**src/rtl/uart_modem_pkg.sv**
```systemverilog
package uart_modem_pkg;

    localparam int DATA_W    = 8;
    localparam int NUM_LINES = 4;
    localparam int CTRL_W    = 5;

    // Line index inside the level and flag nibbles
    localparam int IDX_CTS = 0;
    localparam int IDX_DSR = 1;
    localparam int IDX_RI  = 2;
    localparam int IDX_DCD = 3;

    localparam logic SEL_CTRL   = 1'b0;
    localparam logic SEL_STATUS = 1'b1;

    localparam logic [DATA_W-1:0] CTRL_MASK  = DATA_W'((1 << CTRL_W) - 1);
    localparam logic [DATA_W-1:0] CTRL_RESET = DATA_W'(8'h08);

    typedef enum logic [1:0] {
        ST_SETTLE_A = 2'd0,
        ST_SETTLE_B = 2'd1,
        ST_NORMAL   = 2'd2,
        ST_LOOP     = 2'd3
    } mode_state_e;

    typedef struct packed {
        logic loop;
        logic out2;
        logic out1;
        logic rts;
        logic dtr;
    } ctrl_bits_t;

endpackage

```
**src/rtl/modem_line_sync.sv**
```systemverilog
module modem_line_sync #(
    parameter int WIDTH = 4
) (
    input  logic             clk,
    input  logic             rst_n,
    input  logic [WIDTH-1:0] async_i,
    output logic [WIDTH-1:0] meta_o
);

    // First synchroniser stage; the level register downstream is the second
    logic [WIDTH-1:0] stage_q;

    always_ff @(posedge clk or negedge rst_n) begin
        if (!rst_n) begin
            stage_q <= '0;
        end else begin
            stage_q <= async_i;
        end
    end

    assign meta_o = stage_q;

endmodule

```
**src/rtl/modem_status_track.sv**
```systemverilog
module modem_status_track #(
    parameter int WIDTH  = 4,
    parameter int RI_IDX = 2
) (
    input  logic             clk,
    input  logic             rst_n,
    input  logic             sample_en,
    input  logic             load_quiet,
    input  logic             clr_delta,
    input  logic [WIDTH-1:0] meta_i,
    output logic [WIDTH-1:0] level_o,
    output logic [WIDTH-1:0] delta_o
);

    logic [WIDTH-1:0] level_q;
    logic [WIDTH-1:0] delta_q;
    logic [WIDTH-1:0] new_delta;

    for (genvar i = 0; i < WIDTH; i++) begin : g_edge
        if (i == RI_IDX) begin : g_fall_only
            assign new_delta[i] = sample_en & level_q[i] & ~meta_i[i];
        end else begin : g_any_edge
            assign new_delta[i] = sample_en & (level_q[i] ^ meta_i[i]);
        end
    end

    always_ff @(posedge clk or negedge rst_n) begin
        if (!rst_n) begin
            level_q <= '0;
            delta_q <= '0;
        end else begin
            if (sample_en || load_quiet) begin
                level_q <= meta_i;
            end
            delta_q <= (clr_delta ? '0 : delta_q) | new_delta;
        end
    end

    assign level_o = level_q;
    assign delta_o = delta_q;

    // a rising ring line never raises its flag
    a_r4_no_flag_on_ring_rise: assert property (@(posedge clk) disable iff (!rst_n)
        (sample_en && !level_q[RI_IDX] && meta_i[RI_IDX] && !delta_q[RI_IDX])
        |=> !delta_q[RI_IDX]);

    // flags are sticky when no read clears them
    a_r3_flags_sticky: assert property (@(posedge clk) disable iff (!rst_n)
        !clr_delta |=> ((delta_q & $past(delta_q)) == $past(delta_q)));

    // after a clearing read only lines that moved at that edge may be flagged
    a_r5_read_clears: assert property (@(posedge clk) disable iff (!rst_n)
        clr_delta |=> ((delta_q & ~($past(level_q) ^ level_q)) == '0));

    // levels hold while sampling is off
    a_r9_levels_frozen: assert property (@(posedge clk) disable iff (!rst_n)
        (!sample_en && !load_quiet) |=> $stable(level_q));

endmodule

```
**src/rtl/modem_ctrl_fsm.sv**
```systemverilog
module modem_ctrl_fsm
    import uart_modem_pkg::*;
(
    input  logic                 clk,
    input  logic                 rst_n,
    input  logic                 ctrl_wr,
    input  logic [DATA_W-1:0]    ctrl_wdata,
    output logic [DATA_W-1:0]    ctrl_byte_o,
    output logic                 sample_en_o,
    output logic                 load_quiet_o
);

    mode_state_e       state_q;
    mode_state_e       state_d;
    logic [DATA_W-1:0] ctrl_q;
    logic              loop_next;

    assign loop_next = ctrl_wr ? ctrl_wdata[CTRL_W-1] : ctrl_q[CTRL_W-1];

    // Control register
    always_ff @(posedge clk or negedge rst_n) begin
        if (!rst_n) begin
            ctrl_q <= CTRL_RESET;
        end else if (ctrl_wr) begin
            ctrl_q <= ctrl_wdata & CTRL_MASK;
        end
    end

    // State register
    always_ff @(posedge clk or negedge rst_n) begin
        if (!rst_n) begin
            state_q <= ST_SETTLE_A;
        end else begin
            state_q <= state_d;
        end
    end

    // Transitions
    always_comb begin
        state_d = state_q;
        unique case (state_q)
            ST_SETTLE_A: state_d = ST_SETTLE_B;
            ST_SETTLE_B: state_d = loop_next ? ST_LOOP : ST_NORMAL;
            ST_NORMAL:   state_d = loop_next ? ST_LOOP : ST_NORMAL;
            ST_LOOP:     state_d = loop_next ? ST_LOOP : ST_NORMAL;
            default:     state_d = ST_SETTLE_A;
        endcase
    end

    // Outputs
    always_comb begin
        sample_en_o  = 1'b0;
        load_quiet_o = 1'b0;
        unique case (state_q)
            ST_SETTLE_A: ;
            ST_SETTLE_B: load_quiet_o = 1'b1;
            ST_NORMAL:   sample_en_o  = 1'b1;
            ST_LOOP:     ;
            default:     ;
        endcase
    end

    assign ctrl_byte_o = ctrl_q;

    // after settling, the loop state always agrees with the stored loop bit
    a_r9_state_matches_loop: assert property (@(posedge clk) disable iff (!rst_n)
        (state_q == ST_NORMAL || state_q == ST_LOOP)
        |-> ((state_q == ST_LOOP) == ctrl_q[CTRL_W-1]));

    // bits above the control field never become set
    a_r7_high_bits_zero: assert property (@(posedge clk) disable iff (!rst_n)
        ctrl_wr |=> ((ctrl_q & ~CTRL_MASK) == '0));

endmodule

```
**src/rtl/uart_modem_ctl.sv**
```systemverilog
module uart_modem_ctl
    import uart_modem_pkg::*;
(
    input  logic              clk,
    input  logic              rst_n,
    input  logic              reg_wr,
    input  logic              reg_rd,
    input  logic              reg_sel,
    input  logic [7:0]        reg_wdata,
    output logic [7:0]        reg_rdata,
    input  logic              line_cts,
    input  logic              line_dsr,
    input  logic              line_ri,
    input  logic              line_dcd,
    output logic              drv_dtr,
    output logic              drv_rts,
    output logic              drv_out1,
    output logic              drv_out2,
    output logic              delta_pend
);

    logic [NUM_LINES-1:0] lines_async;
    logic [NUM_LINES-1:0] lines_meta;
    logic [NUM_LINES-1:0] level;
    logic [NUM_LINES-1:0] delta;
    logic [DATA_W-1:0]    ctrl_byte;
    ctrl_bits_t           ctrl;
    logic                 sample_en;
    logic                 load_quiet;
    logic                 clr_delta;
    logic                 ctrl_wr;
    logic [DATA_W-1:0]    status_live;
    logic [DATA_W-1:0]    status_loop;

    always_comb begin
        lines_async          = '0;
        lines_async[IDX_CTS] = line_cts;
        lines_async[IDX_DSR] = line_dsr;
        lines_async[IDX_RI]  = line_ri;
        lines_async[IDX_DCD] = line_dcd;
    end

    modem_line_sync #(.WIDTH(NUM_LINES)) u_sync (
        .clk     (clk),
        .rst_n   (rst_n),
        .async_i (lines_async),
        .meta_o  (lines_meta)
    );

    assign ctrl_wr = reg_wr && (reg_sel == SEL_CTRL);

    modem_ctrl_fsm u_fsm (
        .clk          (clk),
        .rst_n        (rst_n),
        .ctrl_wr      (ctrl_wr),
        .ctrl_wdata   (reg_wdata),
        .ctrl_byte_o  (ctrl_byte),
        .sample_en_o  (sample_en),
        .load_quiet_o (load_quiet)
    );

    assign ctrl      = ctrl_bits_t'(ctrl_byte[CTRL_W-1:0]);
    assign clr_delta = reg_rd && (reg_sel == SEL_STATUS) && !ctrl.loop;

    modem_status_track #(.WIDTH(NUM_LINES), .RI_IDX(IDX_RI)) u_track (
        .clk        (clk),
        .rst_n      (rst_n),
        .sample_en  (sample_en),
        .load_quiet (load_quiet),
        .clr_delta  (clr_delta),
        .meta_i     (lines_meta),
        .level_o    (level),
        .delta_o    (delta)
    );

    assign status_live = {level, delta};
    assign status_loop = {ctrl.out2, ctrl.out1, ctrl.dtr, ctrl.rts, {NUM_LINES{1'b0}}};

    always_comb begin
        if (reg_sel == SEL_STATUS) begin
            reg_rdata = ctrl.loop ? status_loop : status_live;
        end else begin
            reg_rdata = ctrl_byte;
        end
    end

    assign drv_dtr    = ctrl.dtr  & ~ctrl.loop;
    assign drv_rts    = ctrl.rts  & ~ctrl.loop;
    assign drv_out1   = ctrl.out1 & ~ctrl.loop;
    assign drv_out2   = ctrl.out2 & ~ctrl.loop;
    assign delta_pend = |delta;

    // a write addressed to status leaves the control register alone
    a_r10_status_write_ignored: assert property (@(posedge clk) disable iff (!rst_n)
        (reg_wr && reg_sel == SEL_STATUS) |=> $stable(ctrl_byte));

    // a loopback read leaves the change flags untouched
    a_r8_loop_read_keeps_flags: assert property (@(posedge clk) disable iff (!rst_n)
        (reg_rd && reg_sel == SEL_STATUS && ctrl.loop && !sample_en)
        |=> $stable(delta));

endmodule

```
**config.mk**
```make
export PLATFORM = sky130hd
export DESIGN_NAME = uart_modem_ctl
export DESIGN_NICKNAME = d
export VERILOG_FILES = /design/src/rtl/uart_modem_pkg.sv /design/src/rtl/modem_line_sync.sv /design/src/rtl/modem_status_track.sv /design/src/rtl/modem_ctrl_fsm.sv /design/src/rtl/uart_modem_ctl.sv
export SDC_FILE = /design/constraint.sdc
export NUM_CORES = 1
export LEC_CHECK = 0
export BUFFER_PORTS_ARGS = -buffer_cell sky130_fd_sc_hd__buf_4
export CAP_MARGIN = 20
export CORE_MARGIN = 2
export CORE_UTILIZATION = 47
export CTS_CLUSTER_SIZE = 30
export DETAILED_ROUTE_END_ITERATION = 12
export GPL_ROUTABILITY_DRIVEN = 0
export PLACE_DENSITY_LB_ADDON = 0.1
export SLEW_MARGIN = 40
export SYNTH_ARGS = -nofsm -noshare
export SYNTH_HDL_FRONTEND = slang
export SYNTH_SLANG_ARGS = --single-unit
```
**constraint.sdc**
```tcl
create_clock -name clk -period 1.6 [get_ports clk]
set_clock_uncertainty 0.05 [all_clocks]
set_input_delay 0.24 -clock clk [delete_from_list [all_inputs] [get_ports clk]]
set_output_delay 0.24 -clock clk [all_outputs]
set_load 0.01 [all_outputs]
```
==> impl_metrics.csv, run 1 <==
group,metric,value,unit
final_layout,final_area,1190,sq um
critical_path,critPathRequiredTime,1310,ps
global_routing,first_global_vias,568,
die,start_util,49.9,%
synthesis,synth_seq_cells,19,
status,violations,"setup timing",
die,io_pins,30,
cts,cts_tree,"done",
synthesis,synthTopCellsByArea,"dfrtp_1, mux2_2, a22o_1, mux2i_1, dfstp_2",
critical_path,cp-start-kind,"flip-flop",
sta,hold_violations,0,
synthesis,synth_cell_types,21,
routing,initialDrtViolationCount,5,
final_layout,fillers,133,
power,finalPower,1.22,mW
final_layout,drive_above_1_share,42.2,%
sta,worst_slew_pin_slew,461,ps
sta,fin_crit_sh,103,%
synthesis,avgSynthCellArea,12.0,sq um
place,port-buffer-count,26,
power,p_switching,360,uW
critical_path,cp.arrival,1360,ps
synthesis,synth_edf_count,0,
place,placed_cell_area,1070,sq um
sta,layout_setup_ws,-52.1,ps
global_routing,overflow,0,
sta,hold_slack,115,ps
status,status,"finished, violations left",
sta,report.final.slew_viol_count,0,
global_routing,grtUsageTotal,15.2,%
synthesis,synthFlopType,"dfrtp_1",
routing,totalWireLength,1680,um
routing,vias,656,
cts,cts.clk_slew.worst_paths,110,ps
final_layout,final_util,69.0,%
critical_path,end_kind,"output port",
power,power.share.combinational,29.6,%
hold_path,hp-class,"primary input to flip-flop",
synthesis,synth_top_cell_area_share,52.3,%
cts,cts_made_buffers,3,
routing,drt_pre_antenna_iters,4,
cts,worst_skew_pair.late_latency,300,ps
synthesis,yosysTopAreaCell,"dfrtp_1",
power,intPower,862,uW
sta,period_needed,1650,ps
cts,clockRootBuffer,"clkbuf_4",
global_routing,grt_pass1_wl,2350,um
cts,cts_max_level,1,
routing,via_per_inst,4.90,
die,row_count,15,
routing,detail-route-antenna-nets,0,
die,die_y,46.8,um
cts,clock_sinks,19,
power,power.share.clock,20.4,%
sta,clock.fmax,605,MHz
routing,wl_per_cell,12.5,um
global_routing,antenna_found_initial,0,
cts,clock_path_buffers,2,
die,die_w,46.8,um
die,fp.dieArea,2190,sq um
final_layout,insertedDiodeCount,0,
synthesis,postSynthCellCount,72,
synthesis,synth-async-reset-ratio,100,%
synthesis,synth_area,861,sq um
synthesis,syn-num-nets,91,
power,p_per_area,1030,nW/um^2
global_routing,grt_max_degree,20,
sta,setup_viol,1,
final_layout,area_growth,38.4,%
power,ir_drop,580,uV
sta,rsz0062_at_grt,"yes",
power,power.share.sequential,50.0,%
routing,drcViolationCount,0,
final_layout,nNetsFinal,129,
sta,max_slew_margin,69.2,%
power,switching_share,29.4,%
synthesis,yosys_warnings,0,
critical_path,crit_type,"flip-flop to output port",
power,power.leakage,0.570,nW
job,cap_violations,0,
place,place.detailed.hpwl,1200,um
synthesis,yosysSeqAreaShare,55.4,%
critical_path,critical_path_peak_fanout,2,
die,core,1730,sq um
## power groups by stage
stage	sequential (mW)	clock [mW]	combinational (mW)
2_1_floorplan	0.600	0	0.190
3_3_place_gp	0.626	0	0.297
3_5_place_dp	0.627	0	0.305
4_1_cts	0.615	0.257	0.341
5_1_grt	0.620	0.272	0.399
6_report	0.611	0.249	0.361
## placed cells by master, fill, tap and decap left out, types with 2 or more instances in the layout
cell | synthesis | layout
a22o_1 | 5 | 5
nand2_1 | 3 | 3
dlygate4sd3_1 | 0 | 5
mux2_2 | 8 | 8
nor2_1 | 5 | 5
dfrtp_1 | 18 | 17
buf_4 | 2 | 29
inv_1 | 7 | 7
ha_1 | 2 | 2
o22ai_1 | 2 | 2
nand3b_1 | 2 | 2
nor2b_1 | 4 | 4
xor2_1 | 3 | 3
clkbuf_4 | 0 | 3
mux2i_1 | 3 | 3
## routing by layer
metal	global-route usage [%]	vias up	routed length (um)	share of wire, %
met2	26.6	18	817	49
met4	6.67	0	21	1.3
met1	18.7	311	761	45
met5	0	-	0	0
li1	-	323	-	-
met3	2.31	4	74	4.4
## metrics by stage
step                setup TNS, ps  setup slack (ps)  instances
floorplan                       0               376         72
global placement                0               235        120
detailed placement              0               232        120
CTS                         -53.6             -53.6        131
global route                -81.2             -81.2        134
finish                      -52.1             -52.1        134
## cells in the mapped netlist, types with 2 or more instances
master    number
ha_1           2
nor2b_1        4
dfrtp_1       18
mux2i_1        3
o22ai_1        2
nor2_1         5
inv_1          7
nand3b_1       2
nand2_1        3
a22o_1         5
xor2_1         3
mux2_2         8
buf_4          2
## what timing repair did
action                                 in CTS  in global routing
buffers inserted                            2                  3
hold buffers                                5                  0
resized for setup                           3                  0
pin swaps                                   0                  1
endpoints found under the hold margin      23                  0
setup endpoints to repair                   7                  7
## sequential cells by signal, indices dropped and copies added (netlist names)
register	count
u_track.delta_o	4
u_fsm.state_q	2
u_fsm.ctrl_byte_o	5
u_sync.meta_o	4
u_track.level_o	4
## cells by family after synthesis
logic type / count (synthesis) / synth area share (%)
xor+xnor: 3 / 3.05
compound gates: 12 / 10.3
mux: 11 / 14.0
buf+inv: 10 / 5.38
simple gates: 15 / 9.01
fa+ha+maj: 2 / 2.91
flops: 19 / 55.4
## worst max-delay path, stage by stage, from the launching register on
cell,delay (ps)
dfrtp_1,400
or4_4,530
buf_6,130
## area by class of cell
class	instances	area, sq um	area share, %
well taps	25	31.3	2.63
multi-input cells	43	342	28.7
clock inverters	1	7.51	0.630
flip-flops and latches	19	478	40.1
inverters	7	26.3	2.21
repair buffers	36	284	23.8
clock buffers	3	22.5	1.89
## path summary, 6_finish.rpt
kind	start	to	slack (ps)	depth (start not counted)
setup reg to reg	u_fsm.ctrl_byte_o[4]$_DFFE_PN0P_	u_track.delta_o[1]$_DFF_PN0_	250	3
max in group asynchronous	rst_n	u_fsm.ctrl_byte_o[3]$_DFFE_PN1P_	950	2
hold reg to reg	u_sync.meta_o[2]$_DFF_PN0_	u_track.delta_o[2]$_DFF_PN0_	400	1
min in group asynchronous	rst_n	u_track.level_o[2]$_DFFE_PN0P_	290	2
hold / removal	reg_wdata[0]	u_fsm.ctrl_byte_o[0]$_DFFE_PN0P_	120	2
setup / recovery	u_track.delta_o[0]$_DFF_PN0_	delta_pend	-50	2
No activity file was read; power rests on OpenSTA's default activity.
==> inputs of run 2 (changes only) <==
--- a/config.mk
+++ b/config.mk
@@ -5,14 +5,16 @@
 export SDC_FILE = /design/constraint.sdc
 export NUM_CORES = 1
 export LEC_CHECK = 0
+export ABC_AREA = 1
 export BUFFER_PORTS_ARGS = -buffer_cell sky130_fd_sc_hd__buf_4
 export CAP_MARGIN = 20
 export CORE_MARGIN = 2
-export CORE_UTILIZATION = 47
-export CTS_CLUSTER_SIZE = 30
+export CORE_UTILIZATION = 48
+export CTS_CLUSTER_SIZE = 24
 export DETAILED_ROUTE_END_ITERATION = 12
 export GPL_ROUTABILITY_DRIVEN = 0
 export PLACE_DENSITY_LB_ADDON = 0.1
+export SETUP_SLACK_MARGIN = 0.2
 export SLEW_MARGIN = 40
 export SYNTH_ARGS = -nofsm -noshare
 export SYNTH_HDL_FRONTEND = slang
==> impl_metrics.csv, run 2 <==
group,metric,value,unit
status,status,"complete, no violations",
routing,wl_per_cell,11.4,um
routing,vias,820,
sta,fin_tns_setup,0,ps
critical_path,cp-start-kind,"flip-flop",
power,p_per_area,956,nW/um^2
synthesis,synth_xor_xnor_area_share,0,%
global_routing,antenna_found_initial,0,
die,die_w,47.4,um
critical_path,end_kind,"output port",
synthesis,synth_seq_cells,19,
synthesis,synth_cell_types,14,
final_layout,drive_above_1_share,27.0,%
synthesis,synth-async-reset-ratio,100,%
sta,worst_slew_pin_slew,249,ps
power,ir_drop,589,uV
synthesis,synth_common_cells,"nand2_1, dfrtp_1, inv_1",
place,port-buffer-count,26,
synthesis,syn-num-nets,132,
cts,clock_sinks,19,
synthesis,synthTopCellsByArea,"dfrtp_1, nand2_1, inv_1, nand3_1, o21ai_0",
critical_path,crit_path_cell_trace,"inv_4 -> nand2_4 -> o21ai_1 -> buf_4",
synthesis,yosys_warnings,0,
synthesis,avgSynthCellArea,7.99,sq um
die,start_util,51.8,%
sta,hold_violations,0,
synthesis,synth_top_family_by_area,"simple AND/OR/NAND/NOR gates",
synthesis,yosysTopAreaCell,"dfrtp_1",
critical_path,cp.arrival,1220,ps
critical_path,slowest_delay,470,ps
global_routing,overflow,0,
critical_path,critPathRequiredTime,1310,ps
hold_path,hp-class,"primary input to flip-flop",
synthesis,yosys.cell_count.top_type,"nand2_1",
synthesis,synthMuxAreaShare,0,%
critical_path,critPathBufInv,2,
critical_path,cp_top_family,"flip-flops",
cts,worst_skew_pair.late_latency,290,ps
global_routing,grtUsageTotal,19.6,%
die,row_count,15,
cts,cts.clk_slew.worst_paths,110,ps
synthesis,synthFlopType,"dfrtp_1",
global_routing,grt_pass1_wl,3020,um
job,cap_violations,0,
die,fp.dieArea,2240,sq um
synthesis,yosysSeqAreaShare,52.8,%
die,io_pins,30,
global_routing,first_global_vias,735,
sta,hold_slack,113,ps
routing,detail-route-antenna-nets,0,
final_layout,final_cell_mix,"nand2_1, buf_4, inv_1, dfrtp_1, nand3_1",
critical_path,reg2reg_from,"u_fsm.state_q[0]$_DFF_PN0_",
final_layout,nNetsFinal,168,
sta,max_slew_margin,83.4,%
cts,cts_tree,"done",
final_layout,final_util,70.0,%
routing,initialDrtViolationCount,11,
cts,cts_made_buffers,3,
place,place.detailed.hpwl,1400,um
power,power.leakage,0.681,nW
sta,period_needed,1510,ps
routing,totalWireLength,1970,um
critical_path,crit_type,"flip-flop to output port",
sta,layout_setup_ws,91.2,ps
critical_path,rr_worst_depth,3,
synthesis,synth_edf_count,0,
synthesis,synth_compound_area_share,7.06,%
sta,fin_crit_sh,94.3,%
critical_path,r2r_setup_slack,470,ps
die,die_y,47.4,um
routing,via_per_inst,4.74,
critical_path,slowest_stage,"dfrtp_2",
place,pre_cts_ws,262,ps
synthesis,synth_top_cell_area_share,49.9,%
global_routing,grt_max_degree,20,
critical_path,rr_endpoint,"u_track.level_o[3]$_DFFE_PN0P_",
sta,report.final.slew_viol_count,0,
hold_path,holdPathEnd,"u_fsm.ctrl_byte_o[3]$_DFFE_PN1P_",
hold_path,hold_path_depth,3,
synthesis,synth_simple_gate_area_share,26.3,%
sta,clock.fmax,663,MHz
final_layout,area_growth,35.3,%
final_layout,largest_reg_flops,5,
routing,drcViolationCount,0,
cts,cts_max_level,1,
die,core,1750,sq um
sta,rsz0062_at_grt,"yes",
routing,drt_pre_antenna_iters,4,
sta,setup_viol,0,
critical_path,critical_path_peak_fanout,6,
hold_path,hp-start,"reg_wdata[3]",
synthesis,synth_area,903,sq um
cts,clock_path_buffers,2,
cts,clockRootBuffer,"clkbuf_4",
synthesis,synthAdderAreaFrac,2.77,%
final_layout,insertedDiodeCount,0,
synthesis,postSynthCellCount,113,
final_layout,final_common_cell,"nand2_1",
-- run 2: cell types whose count changed in the layout (fill, tap and decap cells not counted), sizes merged, moves of 8 or more --
cell	previous run	this run
mux2	8	0
inv	7	20
o21ai	1	12
nand3	0	11
nand2	3	35
-- run 2: power breakdown --
group / leakage (nW) / internal, mW / switching, mW / total [mW]
Combinational: 0.450 / 0.159 / 0.176 / 0.335
Clock: 0.0150 / 0.0970 / 0.145 / 0.242
Sequential: 0.217 / 0.543 / 0.0490 / 0.592
-- run 2: kinds of logic after synthesis --
kind of cell / Yosys count
DFF: 19
adders and majority gates: 2
AOI/OAI and AO/OA: 12
and+or+nand+nor: 58
buffers and inverters: 22
-- run 2: how the worst max path moves through the flow --
| stage | end | from | cells after the start |
|---|---|---|---|
| floorplan | reg_rdata[0] | u_fsm.ctrl_byte_o[4]$_DFFE_PN0P_ | 4 |
| global placement | reg_rdata[2] | u_fsm.ctrl_byte_o[4]$_DFFE_PN0P_ | 4 |
| detailed placement | reg_rdata[0] | u_fsm.ctrl_byte_o[4]$_DFFE_PN0P_ | 4 |
| CTS | reg_rdata[0] | u_fsm.ctrl_byte_o[4]$_DFFE_PN0P_ | 4 |
| global route | reg_rdata[1] | u_fsm.ctrl_byte_o[4]$_DFFE_PN0P_ | 4 |
| finish | reg_rdata[2] | u_fsm.ctrl_byte_o[4]$_DFFE_PN0P_ | 4 |
-- run 2: stage by stage --
step,std cells,total power [mW],instance area [sq um]
2_1_floorplan,113,0.759,903
3_3_place_gp,162,0.885,1110
3_5_place_dp,162,0.895,1110
4_1_cts,173,1.17,1210
5_1_grt,173,1.24,1220
6_report,173,1.17,1220
-- run 2: layout make-up --
| type | instances | area, sq um |
|---|---|---|
| Tap cell | 25 | 31.3 |
| Multi-Input combinational cell | 72 | 345 |
| Fill cell | 160 | 523 |
| Timing Repair Buffer | 33 | 264 |
| Inverter | 20 | 77.6 |
| Sequential cell | 19 | 478 |
| Clock buffer | 4 | 26.3 |
-- run 2: per-layer routing --
metal  global-route usage (%)  up-vias  share of wire (%)
met1                     24.0      377                 45
met5                        0        -                  0
met2                     34.6       23                 51
li1                         -      418                  -
met4                     8.33        0               0.61
met3                     2.31        2                3.4
-- run 2: worst register-to-register path, stage by stage (launching register included) --
cell and delay, ps:
dfrtp_1 340, inv_1 60, ha_1 380, o21ai_0 230
-- run 2: repair_timing --
action	4_1_cts	5_1_grt
gates resized for setup	8	4
setup buffers	2	0
hold endpoints to repair	23	0
hold buffers	5	0
setup endpoints to repair	12	12
gates cloned	0	0
pin swaps	8	1
==> inputs of run 3 (changes only) <==
--- a/config.mk
+++ b/config.mk
@@ -9,7 +9,7 @@
 export BUFFER_PORTS_ARGS = -buffer_cell sky130_fd_sc_hd__buf_4
 export CAP_MARGIN = 20
 export CORE_MARGIN = 2
-export CORE_UTILIZATION = 48
+export CORE_UTILIZATION = 49
 export CTS_CLUSTER_SIZE = 24
 export DETAILED_ROUTE_END_ITERATION = 12
 export GPL_ROUTABILITY_DRIVEN = 0
@@ -18,4 +18,5 @@
 export SLEW_MARGIN = 40
 export SYNTH_ARGS = -nofsm -noshare
 export SYNTH_HDL_FRONTEND = slang
+export SYNTH_HIERARCHICAL = 1
 export SYNTH_SLANG_ARGS = --single-unit
==> impl_metrics.csv, run 3 <==
group,metric,value,unit
final_layout,fillers,175,
final_layout,insertedDiodeCount,0,
routing,drcViolationCount,0,
die,start_util,51.5,%
die,die_y,49.2,um
global_routing,grtUsageTotal,18.3,%
power,power.share.sequential,49.3,%
job,cap_violations,0,
routing,totalWireLength,1910,um
routing,drt_pre_antenna_iters,4,
synthesis,synth-async-reset-ratio,100,%
hold_path,hp-class,"primary input to flip-flop",
place,port-buffer-count,26,
sta,clock.fmax,673,MHz
power,finalPower,1.21,mW
sta,report.final.slew_viol_count,0,
status,status,"complete, no violations",
power,power.share.combinational,31.7,%
cts,worst_skew_pair.late_latency,290,ps
routing,vias,893,
sta,hold_violations,0,
cts,cts_tree,"done",
synthesis,synthTopCellsByArea,"dfrtp_1, nand2_1, inv_1, o21ai_2, nand3_1",
critical_path,critPathRequiredTime,1310,ps
synthesis,synth_seq_cells,19,
synthesis,synthFlopType,"dfrtp_1",
synthesis,synth_top_cell_area_share,45.1,%
synthesis,yosysTopAreaCell,"dfrtp_1",
global_routing,overflow,0,
sta,fin_tns_setup,0,ps
critical_path,crit_type,"flip-flop to output port",
die,die_w,49.2,um
synthesis,yosys_warnings,6,
sta,fin_crit_sh,92.8,%
critical_path,critical_path_peak_fanout,7,
final_layout,nNetsFinal,186,
final_layout,final_cell_mix,"nand2_1, buf_4, inv_1, dfrtp_1, nor2_1",
final_layout,multi_input_area,394,sq um
routing,initialDrtViolationCount,20,
synthesis,synth_cell_types,19,
cts,clock_path_buffers,2,
synthesis,yosysSeqAreaShare,47.7,%
synthesis,synth_common_cells,"nand2_1, inv_1, dfrtp_1",
global_routing,first_global_vias,842,
sta,setup_viol,0,
die,row_count,16,
cts,clock_sinks,19,
critical_path,end_kind,"output port",
critical_path,critPathCapture,"reg_rdata[3]",
routing,wl_per_cell,9.78,um
critical_path,reg2reg_from,"u_fsm/state_q[1]$_DFF_PN0_",
cts,cts_made_buffers,3,
synthesis,synth_area,1000,sq um
final_layout,largest_reg_flops,5,
critical_path,cp-start-kind,"flip-flop",
global_routing,antenna_found_initial,0,
final_layout,final_common_cell,"nand2_1",
final_layout,seq_area,478,sq um
synthesis,avgSynthCellArea,7.63,sq um
routing,via_per_inst,4.58,
sta,rsz0062_at_grt,"yes",
sta,period_needed,1490,ps
power,p_per_area,916,nW/um^2
final_layout,area_growth,32.4,%
critical_path,r2r_setup_slack,430,ps
cts,clockRootBuffer,"clkbuf_4",
power,power.leakage,0.752,nW
die,fp.dieArea,2420,sq um
die,io_pins,30,
power,p_switching,384,uW
critical_path,rr_endpoint,"u_track/level_o[0]$_DFFE_PN0P_",
cts,cts.clk_slew.worst_paths,100,ps
place,place.detailed.hpwl,1440,um
final_layout,drive_above_1_share,32.1,%
global_routing,grt_pass1_wl,3380,um
critical_path,critPathLaunch,"u_fsm/ctrl_byte_o[4]$_DFFE_PN0P_",
place,pre_cts_ws,307,ps
power,switching_share,31.7,%
critical_path,cp.arrival,1200,ps
routing,detail-route-antenna-nets,0,
synthesis,synth_edf_count,0,
sta,layout_setup_ws,115,ps
power,intPower,828,uW
power,ir_drop,642,uV
die,core,1940,sq um
synthesis,postSynthCellCount,131,
critical_path,rr_worst_depth,5,
cts,cts_max_level,1,
synthesis,yosys.cell_count.top_type,"nand2_1",
global_routing,grt_max_degree,20,
power,power.share.clock,19.0,%
==> run 3: cell types whose count changed after synthesis, moves of 2 or more <==
cell,before,now
o21ai_1,0,4
nand2_1,35,50
inv_1,18,22
nand2_2,0,2
nor2_1,10,8
nand3_1,11,8
buf_4,0,3
ha_1,2,0
o21ai_0,11,0
o21ai_2,1,5
==> run 3: area by class of cell <==
cell class,instances,share of cell area (%)
flip-flops and latches,19,36.1
multi-input cells,84,29.8
repair buffers,36,21.9
inverters,25,7.66
well taps,27,2.55
clock buffers,4,1.98
==> run 3: per-layer routing <==
| layer | wire length [um] | GRT usage, % |
|---|---|---|
| met4 | 14 | 7.14 |
| met3 | 102 | 2.76 |
| met2 | 963 | 32.9 |
| met1 | 828 | 21.7 |
| met5 | 0 | 0 |
==> run 3: power groups by stage <==
stage               registers [mW]  clock network (mW)  logic (mW)
finish                       0.597               0.230       0.385
global route                 0.607               0.267       0.433
CTS                          0.600               0.245       0.351
detailed placement           0.609                   0       0.335
global placement             0.605                   0       0.329
floorplan                    0.586                   0       0.229
==> run 3: critical path, cell delays in order, from the launching register on <==
cell	delay, ps
dfrtp_2	480
clkinv_4	90
nand2_4	60
o21ai_2	140
buf_6	110
==> run 3: worst min path at each step <==
stage / start / to / cells after the start
floorplan: rst_n / u_fsm/ctrl_byte_o[0]$_DFFE_PN0P_ / 0
global route: reg_wdata[1] / u_fsm/ctrl_byte_o[1]$_DFFE_PN0P_ / 3
CTS: reg_wdata[3] / u_fsm/ctrl_byte_o[3]$_DFFE_PN1P_ / 3
detailed placement: rst_n / u_fsm/state_q[1]$_DFF_PN0_ / 1
global placement: rst_n / u_fsm/state_q[0]$_DFF_PN0_ / 1
finish: reg_wdata[3] / u_fsm/ctrl_byte_o[3]$_DFFE_PN1P_ / 3
==> run 3: metrics by stage <==
step	cell area [sq um]	instances	utilization (%)	hold slack, ps
floorplan	1010	133	-	-106
global placement	1190	181	61.3	70.7
detailed placement	1190	181	61.3	72.5
CTS	1280	191	65.7	79.0
global route	1320	195	68.2	95.1
finish	1320	195	68.2	85.6
==> run 3: repair_timing <==
action                                  CTS  global route
endpoints found under the hold margin    23             0
gates resized for setup                   2             9
endpoints found under the setup margin   12            13
buffers inserted                          1             4
pin swaps                                 0             2
hold buffers                              5             0
==> run 3: kinds of logic after synthesis <==
logic type	after synthesis	synth area share [%]
simple gates	72	30.9
other cells	1	0.375
flops	19	47.7
buf+inv	30	14.6
compound gates	9	6.38
